### src/rtl/hostq_pkg.sv
package hostq_pkg;
  typedef enum logic {
    THR_TX = 1'b0,
    THR_RX = 1'b1
  } thr_sel_e;
endpackage

### src/rtl/hostq_store.sv
module hostq_store #(
  parameter int DEPTH  = 64,
  parameter int DATA_W = 8,
  localparam int PTR_W = $clog2(DEPTH)
) (
  input  logic              clk,
  input  logic              rst,
  input  logic              we,
  input  logic [PTR_W-1:0]  waddr,
  input  logic [DATA_W-1:0] wdata,
  input  logic              re,
  input  logic [PTR_W-1:0]  raddr,
  output logic [DATA_W-1:0] rdata
);
  logic [DATA_W-1:0] mem [DEPTH];

  always_ff @(posedge clk) begin
    if (we) mem[waddr] <= wdata;
  end

  always_ff @(posedge clk) begin
    if (rst)     rdata <= '0;
    else if (re) rdata <= mem[raddr];
  end
endmodule

### src/rtl/hostq_level.sv
module hostq_level #(
  parameter int DEPTH = 64,
  localparam int PTR_W = $clog2(DEPTH),
  localparam int CNT_W = $clog2(DEPTH + 1)
) (
  input  logic             clk,
  input  logic             rst,
  input  logic             push_req,
  input  logic             pop_req,
  input  logic             err_clear,
  output logic             push_ok,
  output logic             pop_ok,
  output logic [PTR_W-1:0] wr_ptr,
  output logic [PTR_W-1:0] rd_ptr,
  output logic [CNT_W-1:0] count,
  output logic [CNT_W-1:0] count_nxt,
  output logic             full,
  output logic             empty,
  output logic             err
);
  assign push_ok   = push_req & ~full;
  assign pop_ok    = pop_req & ~empty;
  assign count_nxt = count + CNT_W'(push_ok) - CNT_W'(pop_ok);

  always_ff @(posedge clk) begin
    if (rst) begin
      wr_ptr <= '0;
      rd_ptr <= '0;
      count  <= '0;
      full   <= 1'b0;
      empty  <= 1'b1;
      err    <= 1'b0;
    end else begin
      if (push_ok) wr_ptr <= wr_ptr + 1'b1;
      if (pop_ok)  rd_ptr <= rd_ptr + 1'b1;
      count <= count_nxt;
      full  <= (count_nxt == CNT_W'(DEPTH));
      empty <= (count_nxt == '0);
      err   <= (err & ~err_clear) | (push_req & full) | (pop_req & empty);
    end
  end
endmodule

### src/rtl/hostq_alarm.sv
module hostq_alarm
  import hostq_pkg::*;
#(
  parameter int DEPTH      = 64,
  parameter int TX_THR_RST = 32,
  parameter int RX_THR_RST = 32,
  localparam int CNT_W = $clog2(DEPTH + 1)
) (
  input  logic             clk,
  input  logic             rst,
  input  logic [CNT_W-1:0] count_nxt,
  input  logic             cfg_we,
  input  logic             cfg_sel,
  input  logic [CNT_W-1:0] cfg_val,
  input  logic             xfer_done,
  input  logic             eot_clear,
  output logic [CNT_W-1:0] tx_thr,
  output logic [CNT_W-1:0] rx_thr,
  output logic             tx_alarm,
  output logic             rx_alarm,
  output logic             eot_alarm
);
  logic [CNT_W-1:0] tx_thr_nxt, rx_thr_nxt;
  logic             drained, eot_nxt;
  thr_sel_e         sel;

  assign sel        = thr_sel_e'(cfg_sel);
  assign tx_thr_nxt = (cfg_we && sel == THR_TX) ? cfg_val : tx_thr;
  assign rx_thr_nxt = (cfg_we && sel == THR_RX) ? cfg_val : rx_thr;
  assign drained    = (count_nxt == '0);
  assign eot_nxt    = (eot_alarm | xfer_done) & ~drained & ~eot_clear;

  always_ff @(posedge clk) begin
    if (rst) begin
      tx_thr    <= CNT_W'(TX_THR_RST);
      rx_thr    <= CNT_W'(RX_THR_RST);
      tx_alarm  <= 1'b1;
      rx_alarm  <= (RX_THR_RST == 0);
      eot_alarm <= 1'b0;
    end else begin
      tx_thr    <= tx_thr_nxt;
      rx_thr    <= rx_thr_nxt;
      tx_alarm  <= (count_nxt <= tx_thr_nxt);
      rx_alarm  <= (count_nxt >= rx_thr_nxt);
      eot_alarm <= eot_nxt;
    end
  end
endmodule

### src/rtl/hostq_fifo.sv
module hostq_fifo #(
  parameter int DEPTH      = 64,
  parameter int TX_THR_RST = 32,
  parameter int RX_THR_RST = 32
) (
  input  logic                       clk,
  input  logic                       rst,
  input  logic                       xfer_dir,
  input  logic                       host_wr,
  input  logic [7:0]                 host_wdata,
  input  logic                       host_rd,
  input  logic                       dev_wr,
  input  logic [7:0]                 dev_wdata,
  input  logic                       dev_rd,
  output logic [7:0]                 q_rdata,
  input  logic                       cfg_we,
  input  logic                       cfg_sel,
  input  logic [$clog2(DEPTH+1)-1:0] cfg_val,
  input  logic                       xfer_done,
  input  logic                       eot_clear,
  input  logic                       err_clear,
  output logic [$clog2(DEPTH+1)-1:0] level,
  output logic                       full,
  output logic                       empty,
  output logic                       tx_alarm,
  output logic                       rx_alarm,
  output logic                       eot_alarm,
  output logic                       err_flag
);
  localparam int PTR_W = $clog2(DEPTH);
  localparam int CNT_W = $clog2(DEPTH + 1);

  logic             push_req, pop_req, push_ok, pop_ok;
  logic [7:0]       wdata;
  logic [PTR_W-1:0] wr_ptr, rd_ptr;
  logic [CNT_W-1:0] count_nxt, tx_thr, rx_thr;

  assign push_req = xfer_dir ? host_wr : dev_wr;
  assign pop_req  = xfer_dir ? dev_rd  : host_rd;
  assign wdata    = xfer_dir ? host_wdata : dev_wdata;

  hostq_level #(.DEPTH(DEPTH)) u_level (
    .clk(clk), .rst(rst), .push_req(push_req), .pop_req(pop_req),
    .err_clear(err_clear), .push_ok(push_ok), .pop_ok(pop_ok),
    .wr_ptr(wr_ptr), .rd_ptr(rd_ptr), .count(level), .count_nxt(count_nxt),
    .full(full), .empty(empty), .err(err_flag)
  );

  hostq_store #(.DEPTH(DEPTH), .DATA_W(8)) u_store (
    .clk(clk), .rst(rst), .we(push_ok), .waddr(wr_ptr), .wdata(wdata),
    .re(pop_ok), .raddr(rd_ptr), .rdata(q_rdata)
  );

  hostq_alarm #(.DEPTH(DEPTH), .TX_THR_RST(TX_THR_RST), .RX_THR_RST(RX_THR_RST)) u_alarm (
    .clk(clk), .rst(rst), .count_nxt(count_nxt), .cfg_we(cfg_we),
    .cfg_sel(cfg_sel), .cfg_val(cfg_val), .xfer_done(xfer_done),
    .eot_clear(eot_clear), .tx_thr(tx_thr), .rx_thr(rx_thr),
    .tx_alarm(tx_alarm), .rx_alarm(rx_alarm), .eot_alarm(eot_alarm)
  );
endmodule

### config.mk
export PLATFORM = sky130hd
export DESIGN_NAME = hostq_fifo
export DESIGN_NICKNAME = d
export VERILOG_FILES = /design/src/rtl/hostq_pkg.sv /design/src/rtl/hostq_store.sv /design/src/rtl/hostq_level.sv /design/src/rtl/hostq_alarm.sv /design/src/rtl/hostq_fifo.sv
export SDC_FILE = /design/constraint.sdc
export NUM_CORES = 1
export LEC_CHECK = 0
export BUFFER_PORTS_ARGS = -buffer_cell sky130_fd_sc_hd__buf_4
export CAP_MARGIN = 20
export CORE_ASPECT_RATIO = 0.6
export CORE_MARGIN = 2
export CORE_UTILIZATION = 40
export CTS_BUF_LIST = sky130_fd_sc_hd__clkbuf_16
export DETAILED_ROUTE_END_ITERATION = 16
export PLACE_DENSITY = 0.53
export RECOVER_POWER = 50
export SLEW_MARGIN = 5
export SYNTH_ARGS = -nofsm -noshare
export SYNTH_HDL_FRONTEND = slang
export SYNTH_SLANG_ARGS = --single-unit
export TNS_END_PERCENT = 50
### constraint.sdc
create_clock -name clk -period 9.4 [get_ports clk]
set_clock_uncertainty 0.15 [all_clocks]
set_input_delay 0.47 -clock clk [delete_from_list [all_inputs] [get_ports clk]]
set_output_delay 0.47 -clock clk [all_outputs]
set_load 0.05 [all_outputs]
---- Yosys cells after proc, flatten, opt, wreduce, memory -nomap -nowiden ----
Memories as Yosys holds them, arrays and structs flattened. A register that Yosys moved wholly into a read port is not among the register bits.
Cells that the tools add are included.
word-level totals
  memory bits (read-only) ................. 0
  logic and storage cells ................. 45
  bits in writable memories ............... 512
  input bits .............................. 35
  latch bits .............................. 0
  register bits ........................... 39
  memories ................................ 1
  output and inout bits ................... 21
memories
  name         depth  width  rd ports  clocked after memory_dff  wr ports  line               RTL
  u_store.mem  64     8      1         1                         1         hostq_store.sv:15  logic [DATA_W-1:0] mem [DEPTH];
cells by class
  reduce and logical (&&, ||, !) cells .... 3
  multiply operators ...................... 0
  bitwise operators ....................... 16
  multiplexer cells ....................... 7
  divide/modulo/power cells ............... 0
  add/subtract/negate cells ............... 4
  order comparisons ....................... 2
  shift-type cells ........................ 0
  equality and inequality tests ........... 1
operators by type and width
  operator                                      number
  2-to-1 mux 7 bit                              2
  adder 6 x 1 -> 6 bit (second input constant)  2
  2-to-1 mux 8 bit                              1
  adder 7 x 1 -> 7 bit                          1
  AND 1 bit                                     7
  equality test 7 bit (second input constant)   1
  greater-or-equal comparator 7 bit             1
  <= comparator 7 bit                           1
  zero test 7 bit                               1
  subtractor 7 x 1 -> 7 bit                     1
  NOT 1 bit                                     6
  2-to-1 mux 1 bit                              4
  bitwise OR 1 bit                              3
  logical AND 1 bit                             2

---- Logic depth before layout (Yosys ltp) ----
  depth in word-level cells ............... 8
  depth in mapped cells ................... 19
  gate-level depth less buffers ........... 18

---- By module ----
From an unflattened synthesis, not the netlist that was laid out.
unflattened totals
  cell total of the unflattened synthesis .. 1263
  area, all modules ....................... 22369.0 um^2
by module, submodules not included
  module       cells each  sequential area each (um^2)  area an instance (um^2)  times used
  hostq_store  1039        15534.9                      20188.1                  1
  hostq_level  125         440.4                        1128.6                   1
  hostq_alarm  88          340.3                        890.9                    1
  hostq_fifo   11          0.0                          161.4                    1

---- Worst setup path before layout ----
OpenSTA, ideal clock, no wires.
  path kind ............................... input to register
  start ................................... input port xfer_dir
  end ..................................... register u_alarm.rx_alarm
  path buffers ............................ 1
  stages .................................. 17
  path slack .............................. 5.552 ns
  arrival ................................. 3.572 ns
  setup time .............................. 0.126 ns
  required time ........................... 9.124 ns
  cell sequence ........................... buf_4 mux2i_1 nor2_1 ha_1 inv_1 ha_1 inv_1 fa_1 nor2b_1 o21a_1 nor2_1 xnor2_1 ha_1 and3_1 a211oi_1 maj3_1 nor2_1
on the way
  elaborated cells on any way between the ends .. 7
  classes of those cells .................. add/sub: 2; order compare: 1; mux: 2; bitwise: 2
RTL lines
  what                               line               RTL
  start: declaration                 hostq_fifo.sv:8    input logic xfer_dir,
  2-to-1 mux 1 bit                   hostq_fifo.sv:39   assign pop_req = xfer_dir ? dev_rd : host_rd;
  AND 1 bit                          hostq_level.sv:22  assign pop_ok = pop_req & ~empty;
  net pop_ok                         hostq_fifo.sv:33   logic push_req, pop_req, push_ok, pop_ok;
  subtractor 7 x 1 -> 7 bit          hostq_level.sv:23  assign count_nxt = count + CNT_W'(push_ok) - CNT_W'(pop_ok);
  greater-or-equal comparator 7 bit  hostq_alarm.sv:44  rx_alarm <= (count_nxt >= rx_thr_nxt);
  end signal: assignment             hostq_alarm.sv:38  rx_alarm <= (RX_THR_RST == 0);
  end signal: assignment             hostq_alarm.sv:44
  end: declaration                   hostq_alarm.sv:20  output logic rx_alarm,
The timed path passes the listed nets, and every way through them passes these cells.
A chain may end at the register's enable or synchronous reset.

---- Final worst setup path ----
  start ................................... input port xfer_dir
  end ..................................... register u_alarm.rx_alarm
on the way
  longest elaborated chain between the ends .. 5
  elaborated cells on any way between the ends .. 7
  classes of those cells .................. add/sub: 2; order compare: 1; mux: 2; bitwise: 2
ends and longest elaborated chain
  what                                   line               RTL
  2-to-1 mux 1 bit                       hostq_fifo.sv:38   assign push_req = xfer_dir ? host_wr : dev_wr;
  AND 1 bit                              hostq_level.sv:21  assign push_ok = push_req & ~full;
  adder 7 x 1 -> 7 bit                   hostq_level.sv:23
  subtractor 7 x 1 -> 7 bit (*)          hostq_level.sv:23
  greater-or-equal comparator 7 bit (*)  hostq_alarm.sv:44
Every way passes the cells marked *; elsewhere a longest branch is shown, timed or not.

==> results.json <==
{
  "synth_area_per_cell_sq_um": 18.1,
  "insertion_delay_ps": 580,
  "finalCriticalPeriod_ps": 4180,
  "instances_no_fill": 2101,
  "timing.slew.headroom_pct": -124,
  "grt_pass1_wl_mm": 79.4,
  "antenna_found_initial": 1,
  "fill_cells": 4769,
  "grt_usage_pct": 19.0,
  "hold_path.class": "input port to flop",
  "ys_seq_area_share_pct": 72.8,
  "syn-num-nets": 1294,
  "irDropWorstVdd_mv": 0.123,
  "ioPinCount": 56,
  "fin_setup_tns_ps": 0,
  "worstMarginPinSlew_ps": 3360,
  "synth-seq-cells": 559,
  "fmax_ghz": 0.239,
  "clk_path_buf_depth": 3,
  "path_clk_slew_ps": 70,
  "drv_cap": 8,
  "synth_top_cell_by_area": "edfxtp_1",
  "drv_slew": 520,
  "netlist_instances": 1237,
  "core_area_sq_mm": 0.0556,
  "place_congestion": 0.782,
  "ant_nets": 0,
  "clkPwrFrac_pct": 34.9,
  "vias": 11600,
  "pwr-share-seq_pct": 50.1,
  "final-setup-viol-count": 0,
  "finalCritPeriodShare_pct": 44.4,
  "nNetsFinal": 1356,
  "arrival_ps": 4470,
  "wl_per_cell_microns": 26.1,
  "dp_hpwl_mm": 33.4,
  "dieArea_sq_mm": 0.0580,
  "comb_power_share_pct": 15.0,
  "hold_viol_final": 0,
  "worstPathRequired_ps": 9690,
  "final_cell_mix": "512 x edfxtp_1, 97 x nor2_1, 85 x mux2i_1",
  "synth_edf_count": 512,
  "drt_iter0_drc": 1133,
  "power_density_mw_per_mm2": 226,
  "die_w_microns": 310,
  "p_leak_uw": 0.00787,
  "yosys.area.top_type_share_pct": 68.6,
  "die_h_microns": 187,
  "finalWirelength_mm": 54.9,
  "fp-row-count": 67,
  "cts-root-buf": "clkbuf_16",
  "ys_async_sr_fraction_pct": 0,
  "end_kind": "flop",
  "netlist_top_cells_area": "edfxtp_1 69%, mux4_2 7.5%, dfxtp_1 4.2%",
  "syn2layout_area_growth_pct": 11.7,
  "power_uw": 5650,
  "rsz0062_at_grt": "no",
  "violations": "max-capacitance violations, max-slew violations",
  "post-place-ws_ps": 5070,
  "synth_warnings": 0,
  "dr.pass1.iters": 5,
  "worstPathMaxFanout": 10,
  "final_common_cell": "edfxtp_1",
  "dp_cells": 2003,
  "status": "finished with violations",
  "ctsResizeCount": 0,
  "cts.sinks": 559,
  "drc_errors": 0,
  "synth_flop_cell": "edfxtp_1",
  "tritoncts": "yes",
  "setup_slack_ps": 5220,
  "netSwitchingPower_uw": 1490,
  "synth_area_sq_mm": 0.0224,
  "cts_inserted_buffers": 52,
  "critPathLaunchType": "input port",
  "antenna_cells": 0,
  "htreeDepth": 2,
  "initial_core_util_pct": 40.3,
  "grt_max_degree": 84,
  "io_buffers": 55,
  "ys_types": 58,
  "viasPerCell": 5.52,
  "drive_gt1_share_pct": 18.0,
  "grt_overflow_total": 0,
  "intPower_uw": 4160,
  "sw_frac_of_total_pct": 26.4,
  "crit_type": "input port to flop",
  "grt_pass1_vias": 11400
}
-- per-layer routing --
layer	global-route usage (%)	part of all wire, %	up-vias
met5	0	0	-
met4	3.19	1.2	0
met3	5.27	8.7	58
met2	25.0	40	388
met1	31.1	50	6065
li1	-	-	5097
-- worst max-delay path, stage by stage --
cell	delay [ps]
clkbuf_1	400
mux2i_1	200
nor2_1	580
inv_1	130
ha_1	320
inv_1	60
ha_1	150
inv_1	60
fa_1	420
nor2b_1	130
o21a_1	150
nor2_1	60
xnor2_1	350
ha_1	320
and3_1	180
a211oi_1	240
maj3_1	200
nor2_1	30
-- logic make-up after synthesis --
kind of cell / Yosys count / synth area share (%)
AOI/OAI and AO/OA: 150 / 4.49
buffers and inverters: 82 / 2.10
adders and majority gates: 23 / 1.31
DFF: 559 / 72.8
muxes: 209 / 14.7
xor gates and xnor gates: 13 / 0.508
and+or+nand+nor: 201 / 4.11
-- power groups by stage --
stage / registers, uW / logic (uW) / clock network, uW
floorplan: 2920 / 569 / 0
global placement: 2880 / 848 / 0
detailed placement: 2880 / 864 / 0
CTS: 2820 / 868 / 2010
global route: 2840 / 931 / 2110
finish: 2830 / 848 / 1970
-- metrics by stage --
stage                     util (%)  hold slack [ps]  cell area (sq um)
after detailed placement      42.4              347              23500
after global routing          45.0             49.7              25000
after CTS                     45.2             31.0              25100
after global placement        42.4              345              23500
final                         45.0             49.9              25000
after floorplan                  -              303              22400
-- registers in the layout, summed over array words and instances, names as in the netlist, 6 cells and up --
| name | count |
|---|---|
| u_level.wr_ptr | 6 |
| u_level.count | 7 |
| u_alarm.tx_thr | 7 |
| u_alarm.rx_thr | 7 |
| u_store.mem | 512 |
| u_level.rd_ptr | 6 |
| u_store.rdata | 8 |
-- final cells by class --
cell class,instances,area (sq um),area share (%)
clock buffer,52,1300,5.20
clock inverter,45,262,1.04
sequential,559,16300,65.2
multi-input combinational,596,5640,22.5
inverter,15,56.3,0.225
tap,759,950,3.79
timing repair buffer,75,495,1.98
-- synthesized netlist by cell type (4+ instances only) --
cell	count
mux2i_1	85
a32oi_1	7
a22oi_1	16
nor3_1	5
dfxtp_1	47
ha_1	21
buf_2	10
a21o_1	4
xor2_1	9
o22ai_1	19
buf_4	6
mux4_1	14
mux4_2	75
o31ai_1	6
nor2_1	96
nand2b_1	8
buf_6	8
edfxtp_1	512
inv_1	15
o21ai_0	22
xnor2_1	4
nand2_1	38
nor2b_1	13
a211oi_1	12
o21bai_1	8
a21oi_1	31
nand3_1	18
o221ai_1	13
buf_1	9
clkbuf_1	28
nand4_1	5
mux2_2	35
-- what timing repair did --
item | in CTS | in global routing
endpoints found under the hold margin | 1 | 0
setup buffers | 0 | 0
hold buffers | 1 | 0
-- final timing paths --
path | start | endpoint | slack, ps | cells past startpoint
setup / recovery | xfer_dir | u_alarm.rx_alarm | 5220 | 18
setup reg to reg | u_level.full | u_alarm.rx_alarm | 5410 | 16
hold / removal | cfg_val[5] | u_alarm.rx_thr[5] | 50 | 3
hold reg to reg | u_store.rdata[2] | u_store.rdata[2] | 340 | 2
Note: power is estimated with default switching activity, not from simulation.
